**config.mk**
```make
export PLATFORM = sky130hd
export DESIGN_NAME = io_perm_check
export DESIGN_NICKNAME = d
export VERILOG_FILES = /design/src/rtl/io_perm_check.sv
export SDC_FILE = /design/constraint.sdc
export NUM_CORES = 1
export LEC_CHECK = 0
export BUFFER_PORTS_ARGS = -buffer_cell sky130_fd_sc_hd__buf_2
export CORE_MARGIN = 8
export CORE_UTILIZATION = 53
export DETAILED_ROUTE_END_ITERATION = 10
export PLACE_DENSITY_LB_ADDON = 0.08
export SLEW_MARGIN = 20
export SYNTH_ARGS = -nofsm -noshare
export SYNTH_HDL_FRONTEND = slang
export SYNTH_SLANG_ARGS = --single-unit
```
**constraint.sdc**
```tcl
create_clock -name clk -period 2.2 [get_ports clk]
set_input_delay 0.11 -clock clk [delete_from_list [all_inputs] [get_ports clk]]
set_output_delay 0.11 -clock clk [all_outputs]
set_load 0.05 [all_outputs]
```
**src/rtl/io_perm_check.sv**
```systemverilog
module io_perm_check #(
  parameter int PORT_W = 16,
  parameter int ADDR_W = 16,
  parameter int LVL_W  = 2
) (
  input  logic              clk,
  input  logic              rst_n,
  input  logic              req_valid,
  input  logic [LVL_W-1:0]  cur_lvl,
  input  logic [LVL_W-1:0]  io_lvl,
  input  logic              map_en,
  input  logic [ADDR_W-1:0] map_base,
  input  logic [PORT_W-1:0] port,
  input  logic [1:0]        acc_len,
  output logic              busy,
  output logic              mem_rd,
  output logic [ADDR_W-1:0] mem_addr,
  input  logic [7:0]        mem_data,
  output logic              done,
  output logic              grant,
  output logic              fault
);

  typedef enum logic [1:0] {S_IDLE, S_READ, S_EVAL, S_RESP} st_t;

  st_t              st;
  logic [ADDR_W-1:0] addr_q;
  logic [15:0]       mask_q;
  logic              hi_q;
  logic              deny_q;

  logic        start, priv_ok, spans;
  logic [3:0]  len_mask;
  logic [15:0] wide_mask;
  logic [7:0]  sel_mask;

  assign start     = req_valid && (st == S_IDLE);
  assign priv_ok   = cur_lvl <= io_lvl;
  assign len_mask  = 4'b1111 >> (2'd3 - acc_len);
  assign wide_mask = 16'(len_mask) << port[2:0];
  assign sel_mask  = hi_q ? mask_q[15:8] : mask_q[7:0];
  assign spans     = |mask_q[15:8];

  always_ff @(posedge clk) begin
    if (!rst_n) begin
      st     <= S_IDLE;
      addr_q <= '0;
      mask_q <= '0;
      hi_q   <= 1'b0;
      deny_q <= 1'b0;
    end else begin
      case (st)
        S_IDLE: if (start) begin
          hi_q   <= 1'b0;
          mask_q <= wide_mask;
          addr_q <= map_base + ADDR_W'(port >> 3);
          if (priv_ok) begin
            deny_q <= 1'b0;
            st     <= S_RESP;
          end else if (!map_en) begin
            deny_q <= 1'b1;
            st     <= S_RESP;
          end else begin
            deny_q <= 1'b0;
            st     <= S_READ;
          end
        end
        S_READ: st <= S_EVAL;
        S_EVAL: begin
          deny_q <= deny_q | (|(mem_data & sel_mask));
          if (!hi_q && spans) begin
            hi_q   <= 1'b1;
            addr_q <= addr_q + 1'b1;
            st     <= S_READ;
          end else begin
            st <= S_RESP;
          end
        end
        default: st <= S_IDLE;
      endcase
    end
  end

  assign busy     = st != S_IDLE;
  assign mem_rd   = st == S_READ;
  assign mem_addr = addr_q;
  assign done     = st == S_RESP;
  assign grant    = done && !deny_q;
  assign fault    = done && deny_q;

  a_r1_priv_grant: assert property (@(posedge clk) disable iff (!rst_n)
    (req_valid && !busy && cur_lvl <= io_lvl) |=> (done && grant && !mem_rd));
  a_r2_disabled_fault: assert property (@(posedge clk) disable iff (!rst_n)
    (req_valid && !busy && cur_lvl > io_lvl && !map_en) |=> (done && fault && !mem_rd));
  a_r6_one_result: assert property (@(posedge clk) disable iff (!rst_n)
    done |-> (grant ^ fault));
  a_r6_quiet: assert property (@(posedge clk) disable iff (!rst_n)
    !done |-> (!grant && !fault));
  a_r6_pulse: assert property (@(posedge clk) disable iff (!rst_n)
    done |=> !done);
  a_r5_read_gap: assert property (@(posedge clk) disable iff (!rst_n)
    mem_rd |=> (!mem_rd && busy && !done));
  a_r7_read_busy: assert property (@(posedge clk) disable iff (!rst_n)
    mem_rd |-> busy);

endmodule

```
=== Word-level counts from Yosys, hierarchy flattened ===
Cells that the tools add are included.
W data, S select, Z words.

* Register bits: 36
* Bits of input ports: 50
* Output and inout port bits: 21
* Word-level logic and storage cells: 48

* $add $sub $neg: 3
* Magnitude comparators: 1
* Equal/unequal tests: 5
* Shifts and indexed selects: 2
* Mux-type cells: 16
* Bitwise logic cells: 2
* Reduce and logical (&&, ||, !) cells: 14

{| class="wikitable"
|+ Operators by type and width
! kind !! number
|-
| $mux W16 || 2
|-
| $pmux W16 S2 || 1
|-
| $add A16 B1 Y16 const B || 1
|-
| $add A16 B13 Y16 || 1
|-
| $reduce_or A8 Y1 || 2
|-
| $shl A4 B3 Y16 || 1
|-
| $and A8 B8 Y8 || 1
|-
| $mux W2 || 4
|-
| $mux W8 || 1
|-
| $pmux W2 S3 || 1
|-
| $mux W1 || 5
|-
| $eq A2 B2 Y1 const B || 2
|-
| $logic_and A1 B1 Y1 || 4
|-
| $ne A2 B2 Y1 const B || 2
|-
| $pmux W1 S2 || 2
|-
| $reduce_and A2 Y1 || 2
|-
| $reduce_bool A2 Y1 || 2
|-
| $shr A4 B2 Y4 const A || 1
|-
| $reduce_and A3 Y1 || 1
|-
| $eq A2 B1 Y1 const B || 1
|-
| $le A2 B2 Y1 || 1
|-
| $logic_not A1 Y1 || 2
|-
| $logic_not A2 Y1 || 1
|-
| $sub A2 B2 Y2 const A || 1
|-
| $or A1 B1 Y1 || 1
|}

=== Depth between registers and ports, before layout ===
Gate-level depths: netlist (run 1).

* Depth in word-level cells: 5
* Gate-level depth with buffers: 9
* Gate-level depth less buffers: 8

=== Worst setup path after synthesis (run 1) ===
Ideal clock, no wire load.

* Kind: flip-flop to flip-flop
* Start point: reg addr_q[1] (netlist: mem_addr[1])
* End point: reg addr_q[14] (netlist: mem_addr[14])
* Library setup time: 126 ps
* Data arrival time: 1917 ps
* Required time: 2074 ps
* Path slack: 157 ps
* Cell stages (with the launch flop): 8
* Buffers on the path: 0
* Period minus slack after synthesis: 2043 ps
* Cells stage by stage: dfxtp_1 -> ha_1 -> nand2_1 -> or2_4 -> nor3_2 -> a41oi_1 -> nor4_1 -> nor4_1

* Longest elaborated chain between the ends: 3

{| class="wikitable"
|+ Ends and longest elaborated chain
! what !! line !! text
|-
| start, declared || 27 || <nowiki>logic [ADDR_W-1:0] addr_q;</nowiki>
|-
| start signal, assigned || 56 || <nowiki>addr_q <= map_base + ADDR_W'(port >> 3);</nowiki>
|-
| start signal, assigned || 73 || <nowiki>addr_q <= addr_q + 1'b1;</nowiki>
|-
| $add A16 B1 Y16 || 73 ||
|-
| $mux W16 || 71 || <nowiki>if (!hi_q && spans) begin</nowiki>
|-
| $pmux W16 S2 || 52 || <nowiki>case (st)</nowiki>
|}

No other way between the ends. The select of a mux whose other input is x is not followed.
A chain may end at the register's enable or synchronous reset.

=== Worst setup path in the final report (run 1) ===
* Start point: in map_base[0]
* End point: reg addr_q[14] (netlist: mem_addr[14])

* Longest elaborated chain between the ends: 3

{| class="wikitable"
|+ Ends and longest elaborated chain
! what !! line !! text
|-
| start, declared || 12 || <nowiki>input logic [ADDR_W-1:0] map_base,</nowiki>
|-
| $add A16 B13 Y16 || 56 ||
|-
| $mux W16 || 53 || <nowiki>S_IDLE: if (start) begin</nowiki>
|-
| $pmux W16 S2 || 52 ||
|}

No other way between the ends. The select of a mux whose other input is x is not followed.

==> flow_summary.toml, run 1 <==
[run_status]
status = "complete, no violations"

[yosys]
syn_nets = 398
syn_area_per_cell_um2 = 7.583
yosys_warnings = 0
synthesis.area_um2 = 2510
synthFlopType = "dfxtp_1"
synth.top_cell.area_share_pct = 24.73
synth.most_common_cell = "a21oi_1"
yosysTopAreaCell = "dfxtp_1"
ys_seq_area_share_pct = 24.73
synth_area_leaders = "dfxtp_1, ha_1, a21oi_1, nor2_1, o21ai_0"
ys_ff_latch = 31
synth_commonest_cells = "a21oi_1, nor2_1, dfxtp_1"
synth_edf_count = 0
ys_async_sr_fraction_pct = 0
postSynthCellCount = 331
synth_cell_types = 60

[sta]
worstMarginPinSlew_ps = 472.4
layout_setup_ws_ps = 287.4
skew_ps = 7.588
hold_viol = 0
hold_ws_ps = 132.9
fin_crit_ps = 1913
rsz0062_at_grt = "false"
fin_crit_sh_pct = 86.93
setup_viol_count_final = 0
slew_violations = 0
relSlewSlack_pct = 68.27
max_freq_mhz = 522.9

[floorplanning]
ioPinCount = 71
dieWidth_um = 84.82
chipHeight_um = 84.82
rows = 25
core_um2 = 4629
die_area_um2 = 7194
initial_utilization_pct = 54.22

[power]
p_per_area_nw_per_um2 = 640.2
peakVddDrop_uv = 309.7
power.internal_w = 0.001176
pwr-share-seq_pct = 35.0
p_sw_w = 0.0007589
netSwitchingFraction_pct = 39.21
p_clk_share_pct = 26.0
leakage_nw = 1.357
comb_power_share_pct = 39.0

[critical_path]
crit_fanout = 3
crit_required_ps = 2350
path_common_cell = "nor4_1"
cp_cell_sequence = "buf_2, ha_1, fa_1, a211o_1, a21oi_2, buf_4, o21ai_2, mux2i_1, nor4_1, nor4_1"
critPathMaxStageDelay_ps = 390
critPathKind = "in -> reg"
worst-endpoint-arrival_ps = 2070
endpoint_kind = "flop"
startpoint_type = "input pin"
cp_slowest_cell = "fa_1"

[grt]
antenna_found_initial = 0
grt_max_degree = 27
grt_pass1_vias = 2513
grt_pass1_wl_mm = 11.47
globalRouteTotalUtil_pct = 18.78
grt-ovfl-total = 0

[placed_design]
hpwl_mm = 5.413
pre_cts_slack_ps = -0.1621
port_buffers = 70
gp_congestion = 0.8275

[clock_tree]
cts_tree = "built"
cts_sinks = 31
cts_resized = 0
clk_path_buf_depth = 2
insertion_delay_ps = 280
postCtsSetupRepairBufs = 0
root_buffer = "clkbuf_8"
clkSlewWorstSetupHoldPaths_ps = 70
numCtsBuffers = 5
cts_hold_buf = 0
htreeDepth = 2

[min_path]
hp-class = "in -> reg"

[drt]
drtIter0Drc = 176
drtPass1Iterations = 5
viasPerCell = 6.044
wl_per_cell_um = 15.28
ant_nets = 0
route.detailed.drc = 0
num_vias = 2762
wirelength_mm = 6.985

[final_layout]
antenna-diode-count = 0
syn2layout_area_growth_pct = 20.44
fin_nets = 469
drive_above_1_share_pct = 25.56

[job]
drv_cap = 0
[registers in the layout (all words and copies together) (netlist names)]
signal	cells
deny_q	1
hi_q	1
mask_q	11
mem_addr	16
st	2
[worst max-delay path, delay by kind of cell]
kind                     cells  cell delay [ps]
AO/OA/AOI/OAI                3              590
adder cells (fa/ha/maj)      2              610
multiplexers                 1              150
buffers and inverters        2              250
AND/OR/NAND/NOR              2              350
[cell type report]
type / instances / area, um2
multi-input combinational: 275 / 1768
fill: 434 / 1607
sequential: 31 / 620.6
timing repair buffer: 82 / 440.4
clock buffer: 8 / 100.1
tap: 54 / 67.56
inverter: 7 / 26.28
[cells in the final DEF (no fill, tap or decap), types with 3 or more instances in the layout]
master,instances
nor2b_1,4
nor2_1,32
or3_1,3
nor3_1,11
ha_1,16
nand4_1,4
xor2_1,4
and2_1,4
buf_4,12
nor4_1,5
a31oi_1,7
a22oi_1,4
nand2_1,22
buf_2,70
clkbuf_8,7
and3_1,5
nand3_1,15
o21ai_0,22
o211a_1,3
a21o_1,9
o211ai_1,4
xnor2_1,5
o21a_1,3
dfxtp_1,31
a211oi_1,5
a21oi_1,37
nand2b_1,8
o21ai_1,3
inv_1,6
a221oi_1,3
[cells by family after synthesis]
logic type	synth area share (%)
flip-flops	24.73
AO/OA/AOI/OAI	31.51
buffers and inverters	4.835
AND/OR/NAND/NOR	25.82
multiplexers	0.7976
adder cells (fa/ha/maj)	9.172
XOR/XNOR	3.140
[final timing paths]
path / start / endpoint / slack, ps / cells past startpoint
worst max register to register: mem_addr[0]$_SDFFE_PN0P_ / mem_addr[14]$_SDFFE_PN0P_ / 390 / 7
worst max-delay path: map_base[0] / mem_addr[14]$_SDFFE_PN0P_ / 290 / 10
worst min-delay path: req_valid / st[0]$_SDFFE_PN0P_ / 130 / 3
worst min register to register: mask_q[7]$_SDFFE_PN0P_ / mask_q[7]$_SDFFE_PN0P_ / 460 / 2
[stage by stage]
step	setup TNS, ps	utilization (%)	total power, W	area, um2	instances
final	0	65.30	0.001935	3023	457
after global routing	0	65.30	0.002045	3023	457
after CTS	0	65.30	0.001939	3023	457
after detailed placement	-0.1621	63.14	0.001439	2923	449
after global placement	0	63.14	0.001427	2923	449
after floorplan	0	-	0.001237	2510	331
[routing by layer]
layer / GRT usage [%] / vias up / wire length (um)
li1: - / 1391 / -
met1: 24.70 / 1272 / 3251
met2: 30.28 / 95 / 3256
met3: 3.958 / 4 / 428
met4: 4.693 / 0 / 48
met5: 0 / - / 0
[power by group through the flow]
stage          logic [W]  clock network, W  registers, W
2_1_floorplan   0.000444                 0      0.000792
5_1_grt         0.000824          0.000534      0.000688
3_5_place_dp    0.000750                 0      0.000689
3_3_place_gp    0.000739                 0      0.000688
4_1_cts         0.000753          0.000509      0.000677
6_report        0.000754          0.000503      0.000678
No activity file was read; power rests on OpenSTA's default activity.
==> run 2, diff against run 1 <==
--- a/config.mk
+++ b/config.mk
@@ -5,10 +5,10 @@
 export SDC_FILE = /design/constraint.sdc
 export NUM_CORES = 1
 export LEC_CHECK = 0
-export BUFFER_PORTS_ARGS = -buffer_cell sky130_fd_sc_hd__buf_2
 export CORE_MARGIN = 8
-export CORE_UTILIZATION = 53
+export CORE_UTILIZATION = 64
 export DETAILED_ROUTE_END_ITERATION = 10
+export DONT_BUFFER_PORTS = 1
 export PLACE_DENSITY_LB_ADDON = 0.08
 export SLEW_MARGIN = 20
 export SYNTH_ARGS = -nofsm -noshare
==> flow_summary.toml, run 2 (synthesized netlist as in run 1, its figures left out) <==
[run_status]
status = "complete, no violations"

[final_layout]
fin_nets = 419
final_util_pct = 76.60
fin_cells = 401
drive_above_1_share_pct = 14.16
syn2layout_area_growth_pct = 13.41
antenna-diode-count = 0
layout_commonest_cell = "a21oi_1"
multi_input_area_um2 = 1768
largest_reg_flops = 16
num-fill-cells = 311
layout_common_cells = "a21oi_1, nor2_1, dfxtp_1"
final-seq-area_um2 = 621.8

[drt]
ant_nets = 0
drtPass1Iterations = 5
wl_per_cell_um = 17.74
wirelength_mm = 7.115
route.detailed.drc = 0
num_vias = 2661
route.top_layer_used = "met4"
drtIter0Drc = 228
met3WireLength_um = 806
viasPerCell = 6.636
wl_met1_mm = 3.021
wl_met2_mm = 3.188

[power]
p_per_area_nw_per_um2 = 700.2
power.internal_w = 0.001244
leakage_nw = 1.165
pwr-share-seq_pct = 33.1
peakVddDrop_uv = 363.2
p_clk_share_pct = 29.9
p_sw_w = 0.0007495
finalPower_w = 0.001993
comb_power_share_pct = 37.0
netSwitchingFraction_pct = 37.60

[critical_path]
critPathKind = "reg -> reg"
regToRegSetupSlack_ps = 140
crit_fanout = 16
regToRegEndpoint = "mask_q[10]$_SDFFE_PN0P_"
regToRegStartpoint = "st[0]$_SDFFE_PN0P_"
endpoint_kind = "flop"
reg2reg_depth = 7
crit_required_ps = 2380
startpoint_type = "flop"
worst-endpoint-arrival_ps = 2240

[clock_tree]
postCtsSetupRepairBufs = 0
numCtsBuffers = 5
root_buffer = "clkbuf_8"
insertion_delay_ps = 290
cts_tree = "built"
cts_sinks = 31
htreeDepth = 2
clkSlewWorstSetupHoldPaths_ps = 70
clk_path_buf_depth = 2

[placed_design]
gp_congestion = 0.8856
pre_cts_slack_ps = -20.82
hpwl_mm = 5.213
dp_cells = 388
port_buffers = 0

[sta]
slew_violations = 0
max_freq_mhz = 485.0
worstMarginPinSlew_ps = 538.5
fin_crit_sh_pct = 93.71
rsz0062_at_grt = "false"
fin_crit_ps = 2062
skew_ps = 6.243
layout_setup_ws_ps = 138.4
hold_viol = 0
setup_viol_count_final = 0
relSlewSlack_pct = 63.77

[floorplanning]
die_area_um2 = 6182
chipHeight_um = 78.63
initial_utilization_pct = 67.54
core_um2 = 3716
ioPinCount = 71
dieWidth_um = 78.63
rows = 22

[grt]
globalRouteTotalUtil_pct = 22.70
grt-ovfl-total = 0
grt_pass1_vias = 2496
grt_max_degree = 27
antenna_found_initial = 0
grt_pass1_wl_mm = 11.54

[job]
drv_cap = 0

[min_path]
hp-class = "in -> reg"
holdPathStages = 2
min_to = "mem_addr[13]$_SDFFE_PN0P_"
min-delay-start = "map_base[13]"
-- run 2: layout make-up --
class | count | share of cell area, %
clock buffer | 6 | 2.901
clock inverter | 2 | 1.231
inverter | 7 | 0.9231
multi-input combinational | 275 | 62.11
sequential | 31 | 21.85
tap | 48 | 2.110
timing repair buffer | 32 | 8.879
-- run 2: how the worst max path moves through the flow --
| stage | start | end | slack, ps | cells after the start |
|---|---|---|---|---|
| after global routing | st[0]$_SDFFE_PN0P_ | mask_q[10]$_SDFFE_PN0P_ | 40 | 7 |
| after detailed placement | map_base[0] | mem_addr[12]$_SDFFE_PN0P_ | -20 | 8 |
| final | st[0]$_SDFFE_PN0P_ | mask_q[10]$_SDFFE_PN0P_ | 140 | 7 |
| after CTS | st[1]$_SDFFE_PN0P_ | mask_q[10]$_SDFFE_PN0P_ | 130 | 7 |
| after global placement | map_base[0] | mem_addr[12]$_SDFFE_PN0P_ | 60 | 8 |
| after floorplan | mem_addr[1]$_SDFFE_PN0P_ | mem_addr[14]$_SDFFE_PN0P_ | 160 | 7 |
-- run 2: power groups by stage --
stage | Combinational (W) | Sequential (W) | Clock [W]
after floorplan | 0.000444 | 0.000792 | 0
after global placement | 0.000704 | 0.000668 | 0
after detailed placement | 0.000716 | 0.000670 | 0
after CTS | 0.000731 | 0.000658 | 0.000598
after global routing | 0.000800 | 0.000666 | 0.000631
final | 0.000737 | 0.000660 | 0.000596
-- run 2: timing repair --
action	in CTS	in global routing
endpoints found under the setup margin	0	1
hold buffers	5	0
gates resized for setup	0	1
hold endpoints to repair	11	0
-- run 2: metal layers --
metal | GRT usage (%) | vias to the layer above
met2 | 34.88 | 127
met3 | 7.403 | 11
li1 | - | 1290
met1 | 28.84 | 1233
met4 | 8.333 | 0
met5 | 0 | -
-- run 2: critical path, stage by stage (launching register included) --
cell           delay, ps
dfxtp_1              480
nor2_1               120
nand2_1              200
buf_4                250
nor2_1                90
a32oi_1              200
dlygate4sd3_1        570
nor2_1                40
-- run 2: through the flow --
stage          cell area [um2]  TNS [ps]  hold slack, ps
6_report                  2846         0           6.625
5_1_grt                   2846         0           13.34
4_1_cts                   2845         0           5.941
3_5_place_dp              2678    -20.82           248.5
3_3_place_gp              2678         0           246.1
2_1_floorplan             2510         0           272.3
